$ cat src/rtl/mbs_pkg.sv
package mbs_pkg;

   // Round a duration in ns up to whole clock cycles.
   function automatic int ns_to_cyc(input int ns, input int period_ns);
      return (ns + period_ns - 1) / period_ns;
   endfunction

   function automatic int max3(input int a, input int b, input int c);
      int m;
      m = (a > b) ? a : b;
      return (m > c) ? m : c;
   endfunction

   // Byte enables for a two-lane word
   typedef enum logic [1:0] {
      BE_NONE = 2'b00,
      BE_LO   = 2'b01,
      BE_HI   = 2'b10,
      BE_WORD = 2'b11
   } lane_be_e;

endpackage

$ cat src/rtl/mbs_sync.sv
module mbs_sync #(
   parameter int W      = 1,
   parameter int STAGES = 2
) (
   input  logic         clk,
   input  logic         rst_n,
   input  logic [W-1:0] d_i,
   output logic [W-1:0] q_o
);

   generate
      if (STAGES < 2) begin : g_bad_stages
         $error("mbs_sync: STAGES must be at least 2");
      end
      if (W < 1) begin : g_bad_width
         $error("mbs_sync: W must be positive");
      end
   endgenerate

   logic [W-1:0] stg [STAGES];

   always_ff @(posedge clk or negedge rst_n) begin
      if (!rst_n) begin
         for (int i = 0; i < STAGES; i++) stg[i] <= '0;
      end else begin
         stg[0] <= d_i;
         for (int i = 1; i < STAGES; i++) stg[i] <= stg[i-1];
      end
   end

   assign q_o = stg[STAGES-1];

endmodule

$ cat src/rtl/mbs_regfile.sv
module mbs_regfile #(
   parameter int WAW   = 5,
   parameter int DW    = 16,
   parameter int LANES = 2
) (
   input  logic             clk,
   input  logic             rst_n,
   input  logic             we_i,
   input  logic [WAW-1:0]   waddr_i,
   input  logic [DW-1:0]    wdata_i,
   input  logic [LANES-1:0] wbe_i,
   input  logic [WAW-1:0]   raddr_i,
   output logic [DW-1:0]    rdata_o
);

   localparam int LW    = DW / LANES;
   localparam int DEPTH = 1 << WAW;

   generate
      if (DW % LANES != 0) begin : g_bad_lanes
         $error("mbs_regfile: DW must split evenly into lanes");
      end

      for (genvar l = 0; l < LANES; l++) begin : g_lane
         logic [LW-1:0] mem [DEPTH];

         always_ff @(posedge clk or negedge rst_n) begin
            if (!rst_n) begin
               for (int i = 0; i < DEPTH; i++) mem[i] <= '0;
            end else if (we_i && wbe_i[l]) begin
               mem[waddr_i] <= wdata_i[l*LW +: LW];
            end
         end

         assign rdata_o[l*LW +: LW] = mem[raddr_i];
      end
   endgenerate

endmodule

$ cat src/rtl/mbs_ctrl.sv
module mbs_ctrl
   import mbs_pkg::*;
#(
   parameter int AW       = 6,
   parameter int DW       = 16,
   parameter int W8_CYC   = 18,
   parameter int W16_CYC  = 26,
   parameter int COLL_CYC = 2
) (
   input  logic           clk,
   input  logic           rst_n,
   input  logic           cs_i,
   input  logic           rd_i,
   input  logic           wr_i,
   input  logic           hi_en_i,
   input  logic [AW-1:0]  addr_i,
   input  logic [DW-1:0]  wdata_i,
   output logic           mem_we_o,
   output logic [AW-2:0]  mem_waddr_o,
   output logic [DW-1:0]  mem_wdata_o,
   output logic [1:0]     mem_wbe_o,
   output logic [AW-2:0]  mem_raddr_o,
   input  logic [DW-1:0]  mem_rdata_i,
   output logic [DW-1:0]  rdata_o,
   output logic           busy_o
);

   localparam int TW  = $clog2(max3(W8_CYC, W16_CYC, COLL_CYC) + 1);
   localparam int WAW = AW - 1;

   logic          cs_q, rd_q, wr_q;
   logic          wr_end, rd_start, word_acc, accept, rd_done;
   logic [TW-1:0] wr_tmr, coll_tmr;
   logic          rd_pend;
   logic [WAW-1:0] rd_word_q;
   logic [DW-1:0] rdata_q;
   lane_be_e      be;

   // Previous synchronized strobe levels for edge detection
   always_ff @(posedge clk or negedge rst_n) begin
      if (!rst_n) begin
         cs_q <= 1'b0;
         rd_q <= 1'b0;
         wr_q <= 1'b0;
      end else begin
         cs_q <= cs_i;
         rd_q <= rd_i;
         wr_q <= wr_i;
      end
   end

   assign wr_end   = wr_q & ~wr_i & cs_q;
   assign rd_start = rd_i & ~rd_q & cs_i;
   assign word_acc = hi_en_i & ~addr_i[0];
   assign accept   = wr_end & (wr_tmr == '0);
   assign rd_done  = rd_pend & (wr_tmr == '0) & (coll_tmr == '0);

   always_comb begin
      if (word_acc)       be = BE_WORD;
      else if (addr_i[0]) be = BE_HI;
      else                be = BE_LO;
   end

   assign mem_we_o    = accept;
   assign mem_waddr_o = addr_i[AW-1:1];
   assign mem_wdata_o = wdata_i;
   assign mem_wbe_o   = be;
   assign mem_raddr_o = rd_word_q;

   // Internal write timer
   always_ff @(posedge clk or negedge rst_n) begin
      if (!rst_n) begin
         wr_tmr <= '0;
      end else if (accept) begin
         wr_tmr <= word_acc ? TW'(W16_CYC) : TW'(W8_CYC);
      end else if (wr_tmr != '0) begin
         wr_tmr <= wr_tmr - 1'b1;
      end
   end

   // Read tracking
   always_ff @(posedge clk or negedge rst_n) begin
      if (!rst_n) begin
         rd_pend   <= 1'b0;
         rd_word_q <= '0;
         rdata_q   <= '0;
      end else if (rd_start) begin
         rd_pend   <= 1'b1;
         rd_word_q <= addr_i[AW-1:1];
      end else if (rd_done) begin
         rd_pend <= 1'b0;
         rdata_q <= mem_rdata_i;
      end
   end

   // Same-location collision delay, present only when configured
   generate
      if (COLL_CYC > 0) begin : g_coll
         logic          l8_vld;
         logic [AW-1:0] l8_addr;
         logic          hit;

         assign hit = l8_vld & (word_acc ? (l8_addr[AW-1:1] == addr_i[AW-1:1])
                                         : (l8_addr == addr_i));

         always_ff @(posedge clk or negedge rst_n) begin
            if (!rst_n) begin
               l8_vld  <= 1'b0;
               l8_addr <= '0;
            end else if (accept) begin
               l8_vld  <= ~word_acc;
               l8_addr <= addr_i;
            end else if (rd_start) begin
               l8_vld <= 1'b0;
            end
         end

         always_ff @(posedge clk or negedge rst_n) begin
            if (!rst_n) begin
               coll_tmr <= '0;
            end else if (rd_start) begin
               coll_tmr <= hit ? TW'(COLL_CYC) : '0;
            end else if (coll_tmr != '0) begin
               coll_tmr <= coll_tmr - 1'b1;
            end
         end
      end else begin : g_no_coll
         assign coll_tmr = '0;
      end
   endgenerate

   assign rdata_o = rdata_q;
   assign busy_o  = (wr_tmr != '0) | (coll_tmr != '0) | rd_pend;

   // Accepted write must show busy on the next cycle
   p_busy_after_write_r2: assert property (@(posedge clk) disable iff (!rst_n)
      accept |=> busy_o);

   // Running write timer counts down by one per cycle
   p_timer_step_r3: assert property (@(posedge clk) disable iff (!rst_n)
      (wr_tmr != '0) |=> (wr_tmr == $past(wr_tmr) - 1'b1));

   // A strobe release during a running write does not restart it
   p_drop_late_write_r9: assert property (@(posedge clk) disable iff (!rst_n)
      (wr_end && wr_tmr != '0) |=> (wr_tmr == $past(wr_tmr) - 1'b1));

   // Collision delay only exists inside a pending read
   p_coll_in_read_r7: assert property (@(posedge clk) disable iff (!rst_n)
      (coll_tmr != '0) |-> rd_pend);

   // A read stays pending while a write is running
   p_read_waits_r8: assert property (@(posedge clk) disable iff (!rst_n)
      (rd_pend && wr_tmr != '0) |=> rd_pend);

   // Read data moves only when a read completes
   p_rdata_hold_r6: assert property (@(posedge clk) disable iff (!rst_n)
      !rd_pend |=> $stable(rdata_q));

endmodule

$ cat src/rtl/mcu_bus_slave.sv
module mcu_bus_slave
   import mbs_pkg::*;
#(
   parameter int CLK_PERIOD_NS = 10,
   parameter int T_WR8_NS      = 180,
   parameter int T_WR16_NS     = 260,
   parameter int T_COLL_NS     = 20,
   parameter int AW            = 6,
   parameter int DW            = 16,
   parameter int SYNC_STAGES   = 2
) (
   input  logic          clk,
   input  logic          rst_n,
   input  logic          cs_n,
   input  logic          rd_n,
   input  logic          wr_n,
   input  logic          bhe_n,
   input  logic [AW-1:0] addr,
   input  logic [DW-1:0] wdata,
   output logic [DW-1:0] rdata,
   output logic          busy
);

   localparam int W8_CYC   = ns_to_cyc(T_WR8_NS, CLK_PERIOD_NS);
   localparam int W16_CYC  = ns_to_cyc(T_WR16_NS, CLK_PERIOD_NS);
   localparam int COLL_CYC = ns_to_cyc(T_COLL_NS, CLK_PERIOD_NS);
   localparam int SW       = 4 + AW + DW;
   localparam int WAW      = AW - 1;

   generate
      if (AW < 2) begin : g_bad_aw
         $error("mcu_bus_slave: AW must be at least 2");
      end
      if (DW != 16) begin : g_bad_dw
         $error("mcu_bus_slave: DW must be 16 (two byte lanes)");
      end
      if (CLK_PERIOD_NS < 1 || W8_CYC < 1 || W16_CYC < 1) begin : g_bad_time
         $error("mcu_bus_slave: timing parameters must give positive cycle counts");
      end
   endgenerate

   logic [SW-1:0] raw_bus, syn_bus;
   logic          cs_s, rd_s, wr_s, hi_s;
   logic [AW-1:0] addr_s;
   logic [DW-1:0] wdata_s;

   assign raw_bus = {~cs_n, ~rd_n, ~wr_n, ~bhe_n, addr, wdata};

   mbs_sync #(.W(SW), .STAGES(SYNC_STAGES)) u_sync (
      .clk   (clk),
      .rst_n (rst_n),
      .d_i   (raw_bus),
      .q_o   (syn_bus)
   );

   assign {cs_s, rd_s, wr_s, hi_s, addr_s, wdata_s} = syn_bus;

   logic           mem_we;
   logic [WAW-1:0] mem_waddr, mem_raddr;
   logic [DW-1:0]  mem_wdata, mem_rdata;
   logic [1:0]     mem_wbe;

   mbs_ctrl #(
      .AW       (AW),
      .DW       (DW),
      .W8_CYC   (W8_CYC),
      .W16_CYC  (W16_CYC),
      .COLL_CYC (COLL_CYC)
   ) u_ctrl (
      .clk         (clk),
      .rst_n       (rst_n),
      .cs_i        (cs_s),
      .rd_i        (rd_s),
      .wr_i        (wr_s),
      .hi_en_i     (hi_s),
      .addr_i      (addr_s),
      .wdata_i     (wdata_s),
      .mem_we_o    (mem_we),
      .mem_waddr_o (mem_waddr),
      .mem_wdata_o (mem_wdata),
      .mem_wbe_o   (mem_wbe),
      .mem_raddr_o (mem_raddr),
      .mem_rdata_i (mem_rdata),
      .rdata_o     (rdata),
      .busy_o      (busy)
   );

   mbs_regfile #(.WAW(WAW), .DW(DW), .LANES(2)) u_rf (
      .clk     (clk),
      .rst_n   (rst_n),
      .we_i    (mem_we),
      .waddr_i (mem_waddr),
      .wdata_i (mem_wdata),
      .wbe_i   (mem_wbe),
      .raddr_i (mem_raddr),
      .rdata_o (mem_rdata)
   );

   // Storage is written only with at least one lane enabled
   p_lane_sel_r5: assert property (@(posedge clk) disable iff (!rst_n)
      mem_we |-> (mem_wbe != 2'b00));

endmodule

$ cat config.mk
export PLATFORM = sky130hd
export DESIGN_NAME = mcu_bus_slave
export DESIGN_NICKNAME = d
export VERILOG_FILES = /design/src/rtl/mbs_pkg.sv /design/src/rtl/mbs_sync.sv /design/src/rtl/mbs_regfile.sv /design/src/rtl/mbs_ctrl.sv /design/src/rtl/mcu_bus_slave.sv
export SDC_FILE = /design/constraint.sdc
export NUM_CORES = 1
export LEC_CHECK = 0
export CORE_UTILIZATION = 45
export CTS_CLUSTER_SIZE = 8
export DETAILED_ROUTE_END_ITERATION = 16
export DONT_BUFFER_PORTS = 1
export PLACE_DENSITY = 0.69
export SLEW_MARGIN = 30
export SYNTH_ARGS = -nofsm -noshare
export SYNTH_HDL_FRONTEND = slang
export SYNTH_HIERARCHICAL = 1
export SYNTH_SLANG_ARGS = --single-unit
$ cat constraint.sdc
create_clock -name clk -period 2.7 [get_ports clk]
set_clock_uncertainty 0.05 [all_clocks]
set_input_delay 0.27 -clock clk [delete_from_list [all_inputs] [get_ports clk]]
set_output_delay 0.27 -clock clk [all_outputs]
set_load 0.03 [all_outputs]
# After elaboration in Yosys (flattened, before gate mapping)
# Index checks and enable logic that the tools add are counted.
[classes]
bitwise_logic = 22
order_cmp = 3
n_mux = 23
addsub = 2
reduce_logical = 12
eq_ne = 2
[ops]
columns = ["op", "count"]
rows = [
  ["256-bit bitwise mux", 2],
  ["8-bit binary-select mux with 5-bit select", 2],
  ["8-bit demux with 5-bit select", 1],
  ["8-bit 2-to-1 mux", 5],
  ["5-bit 2-to-1 mux", 4],
  ["6-bit >= comparator, second input constant", 2],
  ["5-bit NOT with 6-bit output", 2],
  ["5-bit zero test", 2],
  ["5-bit nonzero test", 2],
  ["5-bit by 1-bit subtractor with 5-bit output, second input constant", 2],
  ["1-bit AND", 9],
  ["1-bit NOT", 9],
  ["2-bit nonzero test", 4],
  ["6-bit == test", 1],
  ["6-bit by 1-bit < comparator with 1-bit output, second input constant", 1],
  ["2-bit 2-to-1 mux", 3],
  ["5-bit == test", 1],
  ["1-bit 2-to-1 mux", 5],
  ["4-bit 2-to-1 mux", 1],
  ["1-bit logical AND", 3],
  ["1-bit OR", 2],
  ["2-bit AND reduction", 1],
]
[totals]
reg_bits = 606
elab_cells = 140
inputBits = 28

# Longest topological paths before layout
# Gate-level depths: netlist (run 1).
[depth]
ltp_word = 6
mapped_depth = 10

# Hierarchy
# The synthesis (run 1) kept the hierarchy.
[by_module_without_submodules]
columns = ["mod", "cells_per_inst", "area_each_um2", "instances"]
rows = [
  ["mbs_regfile", 1742, 23794.1, 1],
  ["mbs_ctrl", 164, 1984.4, 1],
  ["mbs_sync", 78, 1496.4, 1],
  ["mcu_bus_slave", 4, 15.0, 1],
]

# Worst setup path before layout (run 1)
# No wires, ideal clock.
[synth_path]
kind = "reg-to-reg"
from = "register u_ctrl.wr_tmr[0]"
to = "register u_rf/g_lane[0].mem[100] (netlist bit)"
synth_period_minus_slack_ns = 2.816
setup_slack_ns = -0.116
stages_incl_launch_ff = 10
path_buffers = 2
required_time_ns = 2.525
arrival_ns = 2.641
cell_sequence = "dfrtp_1 inv_1 ha_1 or4b_1 nor2_1 buf_4 buf_2 nand4_2 nor2_2 mux2_2"
[synth_between]
elab_chain_cells = 3
[synth_rtl]
columns = ["element", "line_no", "rtl"]
rows = [
  ["start, declared", "mbs_ctrl.sv:33", "logic [TW-1:0] wr_tmr, coll_tmr;"],
  ["start signal, assigned", "mbs_ctrl.sv:75", "wr_tmr <= word_acc ? TW'(W16_CYC) : TW'(W8_CYC);"],
  ["start signal, assigned", "mbs_ctrl.sv:77", "wr_tmr <= wr_tmr - 1'b1;"],
  ["5-bit zero test", "mbs_ctrl.sv:55", "assign accept = wr_end & (wr_tmr == '0);"],
  ["1-bit AND", "mbs_ctrl.sv:55", ""],
  ["net mem_we", "mcu_bus_slave.sv:58", "logic mem_we;"],
  ["1-bit logical AND", "mbs_regfile.sv:30", "end else if (we_i && wbe_i[l]) begin"],
  ["end signal, assigned by index", "mbs_regfile.sv:31", "mem[waddr_i] <= wdata_i[l*LW +: LW];"],
  ["end, declared", "mbs_regfile.sv:25", "logic [LW-1:0] mem [DEPTH];"],
]
# The timed path passes the listed nets, and every way through them passes these cells.
# A chain may end at the register's enable or synchronous reset.

# Worst setup path in the final report (run 1)
[layout_path]
from = "register u_ctrl.wr_tmr[0]"
to = "register u_rf/g_lane[0].mem[250] (netlist bit)"
# The elaborated chain is that of the path after synthesis.

==> out/metrics.cfg, run 1 <==
[outcome]
status=finished, violations left
violations=negative hold slack, max-slew violations

[critical_path]
cp_max_fo=10
start_kind=register
reg2reg_to=u_rf/g_lane[0].mem[250]
cp_top_family=simple AND/OR/NAND/NOR gates
crit_cells=8
critical_path.cell_chain=inv_1, ha_1, or4b_4, nor2_4, buf_12, and3_1, nand2_1, mux2_2
critPathArrivalTime_ns=3.00
crit_type=reg -> reg
worst_path_max_delay_cell=or4b_4
r2r_cells=8
crit_path_end=u_rf/g_lane[0].mem[250]
cp.required_ns=3.14
cp-startpoint=u_ctrl/wr_tmr[0]
crit_path_end_kind=register
r2r_start=u_ctrl/wr_tmr[0]
slowest_delay_ns=0.50
crit_buf_inv=2
r2r_slack_ns=0.14

[grt]
grt_busiest_layer=met2
grt_overflow=0
grt_pass1_vias=17300
grt.total_usage_pct=21.2
met3_usage_pct=3.57
antenna_found_initial=0
met2_usage_pct=33.3
grt_pass1_wl_um=100000
gr-usage-met1_pct=29.3
grt_max_degree=607

[timing]
hold_viol=606
worst_hold_slack_ns=-0.681
rsz0062_at_grt=false
layout_setup_ws_ns=0.139
setup_viol=0
fin_crit_ns=2.56
drv_slew=510
timing.fmax_mhz=391
worst_pin_slew_ns=2.34
timing.final.crit_share_pct=94.8
slew_headroom_pct=-56.0

[route]
drt-pass1-iter-count=4
ant_nets=0
via_per_inst=5.71
drt_iter0_markers=1097
vias=16000
wl_um=63100
wl_per_cell_um=22.5
drc=0

[layout]
diodes=0
final_cell_mix=dfrtp_1, mux2_2, mux2i_1
area_growth_pct=14.4
fillers=4960
final_common_cell=dfrtp_1
nets=2055
drive_gt1_share_pct=39.7

[yosys]
syn-num-nets=2018
synth-edff-count=0
ys.warnings.count=6
ys_ff_latch=606
synthCells=1988
seq_area_frac_synth_pct=55.6
async_flop_share_pct=100
syn_area_sq_mm=0.0273
synth.distinct_cells=46
ys.flop_type=dfrtp_1
postSynthAreaPerCell_sq_um=13.7

[worst_hold_path]
hp-class=in -> async

[clock_network]
path_clk_slew_ns=0.05
root_buffer=clkbuf_16
ctsHoldBuffers=26
tritoncts=yes
cts_made_buffers=85
cts.htree.levels=3
clock_sinks=606
clkLatencyLatePin_ns=0.62
cts_buffer_depth=3

[place]
place.gp.congestion=0.776
pre_cts_ws_ns=-0.0295
port_buffers=0
hpwl_um=38100

[power_and_ir_drop]
leakage_nw=14.9
finalPower_mw=22.4
p_per_area_mw_per_mm2=716
ir_worst_vdd_v=0.000728

[floorplan]
boundaryPins=45
dieArea_sq_mm=0.0616
die_w_um=248
die-height_um=248
rows=89
fp.coreArea_sq_mm=0.0595
start_util_pct=45.9

[job]
maxCapViolations=0

==> power by group <==
group	internal [mW]	total, mW	switching (mW)	leakage [nW]
clock	5.72	9.31	3.59	1.10
combinational	1.31	2.91	1.61	5.52
sequential	9.57	10.1	0.562	8.28
==> state kept, by name, summed over array words and instances, names as in the netlist, 5 cells and up <==
register	cells
u_ctrl/wr_tmr	5
u_ctrl/coll_tmr	5
u_rf/g_lane.mem	512
u_ctrl/mem_raddr_o	5
u_ctrl/g_coll.l8_addr	6
u_sync/stg	26
u_sync/q_o	26
u_ctrl/rdata_o	16
==> metal layers <==
layer  up-vias  part of all wire (%)
li1       7146                     -
met1      8452                    46
met2       312                    47
met3       104                   4.0
met4         0                   2.8
met5         -                     0
==> worst min-delay path by stage <==
stage	start	endpoint	slack (ns)
detailed placement	rst_n	u_rf/g_lane[1].mem[233]	-0.03
global route	rst_n	u_rf/g_lane[1].mem[233]	-0.70
global placement	rst_n	u_rf/g_lane[1].mem[249]	-0.02
CTS	rst_n	u_rf/g_lane[1].mem[233]	-0.68
finish	rst_n	u_rf/g_lane[1].mem[233]	-0.68
floorplan	rst_n	u_ctrl/coll_tmr[0]	-0.08
==> cells by family (layout without fill, tap and decap cells) <==
family,after synthesis,in the layout,synth area share (%)
buf+inv,188,230,3.50
xor+xnor,7,7,0.225
compound gates,157,157,4.06
mux,791,791,31.6
simple gates,237,237,4.96
flops,606,606,55.6
fa+ha+maj,2,2,0.0917
==> what timing repair did <==
action / 4_1_cts / 5_1_grt
endpoints found under the setup margin: 24 / 288
buffers inserted: 0 / 4
gates resized for setup: 6 / 6
hold endpoints to repair: 632 / 606
pin swaps: 0 / 3
==> cell usage after synthesis (all sizes together) (3+ instances only) <==
cell      n  area share (%)
dfrtp   606              56
mux2    534              22
mux2i   257             9.4
buf      97             2.2
clkbuf   79             1.1
nor2     66             1.5
a22oi    64             1.8
nand2    64            0.88
nand3    41            0.83
a21oi    34            0.62
a22o     32             1.0
nand4    20            0.56
nor3     20            0.37
a31oi    16            0.37
inv      12            0.17
xnor2     6            0.19
o21ai     5           0.092
nand3b    4            0.11
nor2b     3           0.069
or2       3           0.069
==> stage by stage <==
| stage | util, % | setup TNS [ns] | hold slack [ns] | cells | instance area, sq um |
|---|---|---|---|---|---|
| 2_1_floorplan | - | 0 | -0.0756 | 1988 | 27400 |
| 3_3_place_gp | 48.1 | 0 | -0.0238 | 2681 | 28600 |
| 3_5_place_dp | 48.1 | -0.212 | -0.0274 | 2681 | 28600 |
| 4_1_cts | 52.3 | 0 | -0.682 | 2799 | 31100 |
| 5_1_grt | 52.5 | 0 | -0.705 | 2803 | 31200 |
| 6_report | 52.5 | 0 | -0.681 | 2803 | 31200 |
==> area by class of cell <==
type	count	area, sq um	area share (%)
Tap cell	773	967	3.10
Inverter	12	45.0	0.144
Sequential cell	606	15200	48.6
Timing Repair Buffer	126	1440	4.60
Multi-Input combinational cell	1194	11400	36.4
Clock buffer	92	2240	7.17
No activity file was read; power rests on OpenSTA's default activity.
==> run 2, diff against run 1 <==
--- a/config.mk
+++ b/config.mk
@@ -9,7 +9,7 @@
 export CTS_CLUSTER_SIZE = 8
 export DETAILED_ROUTE_END_ITERATION = 16
 export DONT_BUFFER_PORTS = 1
-export PLACE_DENSITY = 0.69
+export RECOVER_POWER = 50
 export SLEW_MARGIN = 30
 export SYNTH_ARGS = -nofsm -noshare
 export SYNTH_HDL_FRONTEND = slang
==> run 2 against run 1 <==
The run still ends with negative hold slack, max-slew violations left. Setup slack got worse by 0.056 ns. Non-clock buffer count increased by 5. Clock power barely moved. Global-route usage is 0.62 points higher. Utilization rose by 0.17 points. Critical path type unchanged. Largest cell class unchanged.
==> out/metrics.cfg, run 2 (same netlist as run 1, synthesis figures left out) <==
[outcome]
violations=negative hold slack, max-slew violations
status=finished, violations left

[power_and_ir_drop]
finalPower_mw=22.4  ; +0.32%
leakage_nw=15.0  ; +0.31%
p_int_mw=16.6  ; -0.26%
sw_frac_of_total_pct=26.2  ; +0.43 points
p_switching_mw=5.87  ; +2.0%
p_comb_share_pct=13.3  ; +0.3 points
ir_worst_vdd_v=0.000565  ; -22%
seq_power_share_pct=45.1  ; -0.2 points
pwr-share-clk_pct=41.5  ; about the same
p_per_area_mw_per_mm2=716  ; about the same

[timing]
layout_setup_ws_ns=0.0836  ; -0.0558 ns
drv_slew=219  ; -57%
hold_viol=606  ; unchanged
rsz0062_at_grt=true
setup_viol=0  ; unchanged
slew_headroom_pct=-17.5  ; +38 points
worst_pin_slew_ns=1.76  ; -0.577 ns
timing.final.crit_share_pct=96.9  ; +2.1 points
worst_hold_slack_ns=-0.674  ; +0.00666 ns
fin_crit_ns=2.62  ; +0.0558 ns
timing.fmax_mhz=382  ; -2.1%

[route]
wl_per_cell_um=23.1  ; +2.5%
ant_nets=0  ; unchanged
via_per_inst=5.71  ; -0.12%
drc=0  ; unchanged
wl_um=64800  ; +2.7%
vias=16000  ; +0.094%
drt_iter0_markers=1136  ; +3.6%
drt-pass1-iter-count=5  ; +1

[worst_hold_path]
hp-class=in -> async

[clock_network]
root_buffer=clkbuf_16
cts_buffer_depth=3  ; unchanged
cts.htree.levels=3  ; unchanged
clkLatencyLatePin_ns=0.61  ; about the same
path_clk_slew_ns=0.05  ; about the same
cts_made_buffers=85  ; unchanged
clock_sinks=606  ; unchanged
postCtsSetupRepairBufs=0  ; unchanged
ctsHoldBuffers=26  ; unchanged
tritoncts=yes

[critical_path]
start_kind=register
cp_max_fo=20  ; +10
crit_path_end_kind=register
critPathArrivalTime_ns=3.06  ; +0.06 ns
cp.required_ns=3.14  ; about the same
crit_type=reg -> reg
r2r_cells=9  ; +1
r2r_slack_ns=0.08  ; -0.06 ns

[floorplan]
boundaryPins=45  ; unchanged
start_util_pct=45.9  ; unchanged
dieArea_sq_mm=0.0616  ; unchanged
die_w_um=248  ; unchanged
rows=89  ; unchanged
die-height_um=248  ; unchanged
fp.coreArea_sq_mm=0.0595  ; unchanged

[layout]
nets=2060  ; +0.24%
final_common_cell=dfrtp_1
largest_reg_flops=512  ; unchanged
diodes=0  ; unchanged
regMostFlops=u_rf/g_lane.mem
area_growth_pct=14.8
fillers=5044  ; +1.7%
drive_gt1_share_pct=39.7  ; +0.080 points
final_cell_mix=dfrtp_1, mux2_2, mux2i_1
final_area_sq_mm=0.0313  ; +0.33%

[grt]
grt_overflow=0  ; unchanged
grt.total_usage_pct=21.8  ; +0.62 points
grt_pass1_wl_um=102000  ; +2.2%
antenna_found_initial=1  ; +1
grt_pass1_vias=17200  ; -0.76%
grt_max_degree=607  ; unchanged

[place]
pre_cts_ws_ns=0.0475  ; +0.0771 ns
hpwl_um=39500  ; +3.7%
place.gp.congestion=0.785  ; +1.1%
place_area_sq_mm=0.0288  ; +0.76%
port_buffers=0  ; unchanged

[job]
maxCapViolations=0  ; unchanged

==> run 2: changes by cell type in the layout (fill, tap and decap cells not counted), moves of 3 or more <==
| cell | previous run | this run |
|---|---|---|
| buf_12 | 34 | 42 |
| buf_4 | 66 | 63 |
| nand2_2 | 3 | 0 |
| nand2_1 | 61 | 64 |
| nor2_4 | 35 | 29 |
| nor2_2 | 23 | 29 |
==> run 2: path summary, 6_finish.rpt <==
| check | startpoint | end |
|---|---|---|
| hold / removal | rst_n | u_rf/g_lane[0].mem[43] |
| setup reg to reg | u_ctrl/wr_tmr[0] | u_rf/g_lane[1].mem[135] |
| min in group clk | addr[1] | u_sync/stg[43] |
| hold reg to reg | u_sync/stg[31] | u_sync/q_o[5] |
| max in group asynchronous | rst_n | u_rf/g_lane[1].mem[91] |
| setup / recovery | u_ctrl/wr_tmr[0] | u_rf/g_lane[1].mem[135] |
==> run 2: stage by stage <==
stage / cells / util, % / setup TNS, ns
floorplan: 1988 / - / 0
global placement: 2690 / 48.5 / 0
detailed placement: 2690 / 48.5 / 0
CTS: 2809 / 52.7 / 0
global route: 2809 / 52.7 / -0.00244
finish: 2809 / 52.7 / 0
==> run 2: layout make-up <==
class | instances | area (sq um) | share of cell area, %
multi-input combinational | 1194 | 11300 | 36.2
tap | 773 | 967 | 3.09
inverter | 12 | 45.0 | 0.144
clock inverter | 4 | 50.0 | 0.160
clock buffer | 89 | 2190 | 7.00
sequential | 606 | 15200 | 48.4
timing repair buffer | 131 | 1570 | 5.02
==> run 2: metal layers <==
layer	vias up	track usage [%]	wire length (um)
met4	2	7.77	1660
met1	8446	31.1	30800
met3	103	3.57	2570
met5	-	0	13
met2	302	33.4	29800
li1	7176	-	-
==> run 2: timing repair <==
action                     in CTS  in global routing
resized for setup               0                  2
setup endpoints to repair       0                 14
hold endpoints to repair      632                606
==> run 2: power by group through the flow <==
stage                     sequential (mW)  clock, mW  combinational [mW]
after floorplan                      10.1          0                2.05
after global placement               10.2          0                2.91
after detailed placement             10.3          0                2.94
after CTS                            10.1       9.60                2.99
after global routing                 10.2       9.98                3.17
final                                10.1       9.32                2.99
==> run 2: worst max-delay path: stages, from the launching register on <==
cell and delay, ns:
dfrtp_1 0.41, inv_1 0.07, ha_1 0.16, or4b_1 0.47, nor2_2 0.16, buf_12 0.18
nand4_4 0.11, buf_12 0.19, nor2_4 0.29, mux2_2 0.38
==> run 3, diff against run 2 <==
--- a/config.mk
+++ b/config.mk
@@ -5,10 +5,13 @@
 export SDC_FILE = /design/constraint.sdc
 export NUM_CORES = 1
 export LEC_CHECK = 0
-export CORE_UTILIZATION = 45
+export CELL_PAD_IN_SITES_DETAIL_PLACEMENT = 1
+export CELL_PAD_IN_SITES_GLOBAL_PLACEMENT = 2
+export CORE_UTILIZATION = 42
 export CTS_CLUSTER_SIZE = 8
 export DETAILED_ROUTE_END_ITERATION = 16
 export DONT_BUFFER_PORTS = 1
+export PLACE_DENSITY_LB_ADDON = 0.1
 export RECOVER_POWER = 50
 export SLEW_MARGIN = 30
 export SYNTH_ARGS = -nofsm -noshare
==> run 3 against run 2 <==
The run still ends with negative hold slack, max-slew violations left. Final cell count grew 3.6%. Die area grew 7.1%. Utilization shrank 3.5 points. Largest cell class unchanged.
==> out/metrics.cfg, run 3 (same netlist as run 1, synthesis figures left out) <==
[route]
drt-pass1-iter-count=4  ; -1
vias=16300  ; +1.6%
via_per_inst=5.60  ; -1.9%
ant_nets=0  ; unchanged
drc=0  ; unchanged
wl_per_cell_um=25.2  ; +9.4%
drt_iter0_markers=899  ; -21%
wl_um=73500  ; +13%

[outcome]
status=finished, violations left
violations=negative hold slack, max-slew violations

[floorplan]
start_util_pct=42.4  ; -3.5 points
fp.coreArea_sq_mm=0.0643  ; +8.2%
die_w_um=257  ; +3.5%
boundaryPins=45  ; unchanged
dieArea_sq_mm=0.0660  ; +7.1%
die-height_um=257  ; +3.5%
rows=93  ; +4.5%

[timing]
layout_setup_ws_ns=0.115  ; +0.0312 ns
worst_pin_slew_ns=3.27  ; +1.51 ns
rsz0062_at_grt=false
slew_headroom_pct=-118  ; -100 points
drv_slew=384  ; +75%
fin_crit_ns=2.59  ; -0.0312 ns
worst_hold_slack_ns=-0.699  ; -0.0250 ns
setup_viol=0  ; unchanged
timing.final.crit_share_pct=95.7  ; -1.2 points
timing.fmax_mhz=387  ; +1.2%
hold_viol=420  ; -31%
tns_ns=0  ; unchanged

[place]
hpwl_um=45400  ; +15%
place.gp.congestion=0.756  ; -3.7%
pre_cts_ws_ns=0.00404  ; -0.0435 ns
port_buffers=0  ; unchanged

[power_and_ir_drop]
p_per_area_mw_per_mm2=717  ; +0.22%
ir_worst_vdd_v=0.000618  ; +9.4%
leakage_nw=15.1  ; +0.68%

[clock_network]
cts_made_buffers=85  ; unchanged
ctsHoldBuffers=26  ; unchanged
root_buffer=clkbuf_16
cts.htree.levels=3  ; unchanged
cts_buffer_depth=3  ; unchanged
path_clk_slew_ns=0.05  ; about the same
tritoncts=yes
clock_sinks=606  ; unchanged
clkLatencyLatePin_ns=0.63  ; +0.02 ns

[critical_path]
crit_type=reg -> reg
worst_path_max_delay_cell=or4b_4
crit_path_end_kind=register
cp.required_ns=3.13  ; about the same
slowest_delay_ns=0.50  ; +0.03 ns
cp_max_fo=10  ; -50%
critical_path.cell_chain=inv_1, ha_1, or4b_4, nor2_4, buf_12, nand3_2, buf_12, nor2_2, buf_12, mux2_2
worst_path_most_repeated_cell=buf_12
critPathArrivalTime_ns=3.01  ; -0.05 ns
start_kind=register

[grt]
grt_pass1_wl_um=114000  ; +11%
grt.total_usage_pct=22.8  ; +1.0 points
antenna_found_initial=3  ; +2
grt_max_degree=607  ; unchanged
grt_pass1_vias=18100  ; +5.1%
grt_overflow=0  ; unchanged

[layout]
drive_gt1_share_pct=40.4  ; +0.63 points
largest_reg_flops=512  ; unchanged
final_cell_mix=dfrtp_1, mux2_2, mux2i_1
regMostFlops=u_rf/g_lane.mem
final_common_cell=dfrtp_1
nets=2077  ; +0.83%
area_growth_pct=16.0
utilization_pct=49.2  ; -3.5 points

[job]
maxCapViolations=0  ; unchanged

[worst_hold_path]
hp-class=in -> async

[run 3: critical path, delay by kind of cell (launching register included)]
family / cells / cell delay (ns)
mux: 1 / 0.34
buf+inv: 4 / 0.57
fa+ha+maj: 1 / 0.16
flops: 1 / 0.40
simple gates: 4 / 0.91
[run 3: final timing paths]
kind,to,slack [ns],cells after the start,from
setup / recovery,u_rf/g_lane[1].mem[176],0.11,10,u_ctrl/wr_tmr[0]
hold / removal,u_rf/g_lane[0].mem[144],-0.70,0,rst_n
setup reg to reg,u_rf/g_lane[1].mem[176],0.11,10,u_ctrl/wr_tmr[0]
hold reg to reg,u_sync/q_o[4],0.29,0,u_sync/stg[30]
max in group asynchronous,u_ctrl/mem_raddr_o[1],0.60,0,rst_n
min in group clk,u_sync/stg[43],0.15,1,addr[1]
[run 3: layout make-up]
| class | instances | area [sq um] |
|---|---|---|
| clock inverters | 4 | 50.0 |
| diodes | 2 | 5.00 |
| fillers | 6222 | 32700 |
| flip-flops and latches | 606 | 15200 |
| multi-input cells | 1194 | 11300 |
| inverters | 12 | 45.0 |
| well taps | 855 | 1070 |
| clock buffers | 90 | 2200 |
| repair buffers | 148 | 1790 |
[run 3: power breakdown]
part           switching (mW)  internal [mW]
Sequential              0.569           9.57
Clock                    3.74           5.66
Combinational            1.78           1.38
Total                    6.10           16.6
[run 3: per-layer routing]
layer	up-vias	global-route usage (%)	wire length [um]
li1	7204	-	-
met1	8736	33.0	35200
met2	233	35.7	34500
met5	-	0	0
met4	0	6.89	1820
met3	119	3.07	2020
[run 3: timing repair]
item | CTS | global route
pin swaps | 1 | 4
endpoints found under the setup margin | 9 | 184
hold endpoints to repair | 632 | 606
cloned | 0 | 0
gates resized for setup | 1 | 2
setup buffers | 0 | 3
[run 3: per-stage QoR]
step           std cells  cell area (sq um)  total power [mW]
2_1_floorplan       1988              27400              12.2
3_3_place_gp        2786              29100              13.3
3_5_place_dp        2786              29100              13.4
4_1_cts             2906              31600              23.0
5_1_grt             2909              31700              23.6
6_report            2911              31700              22.7
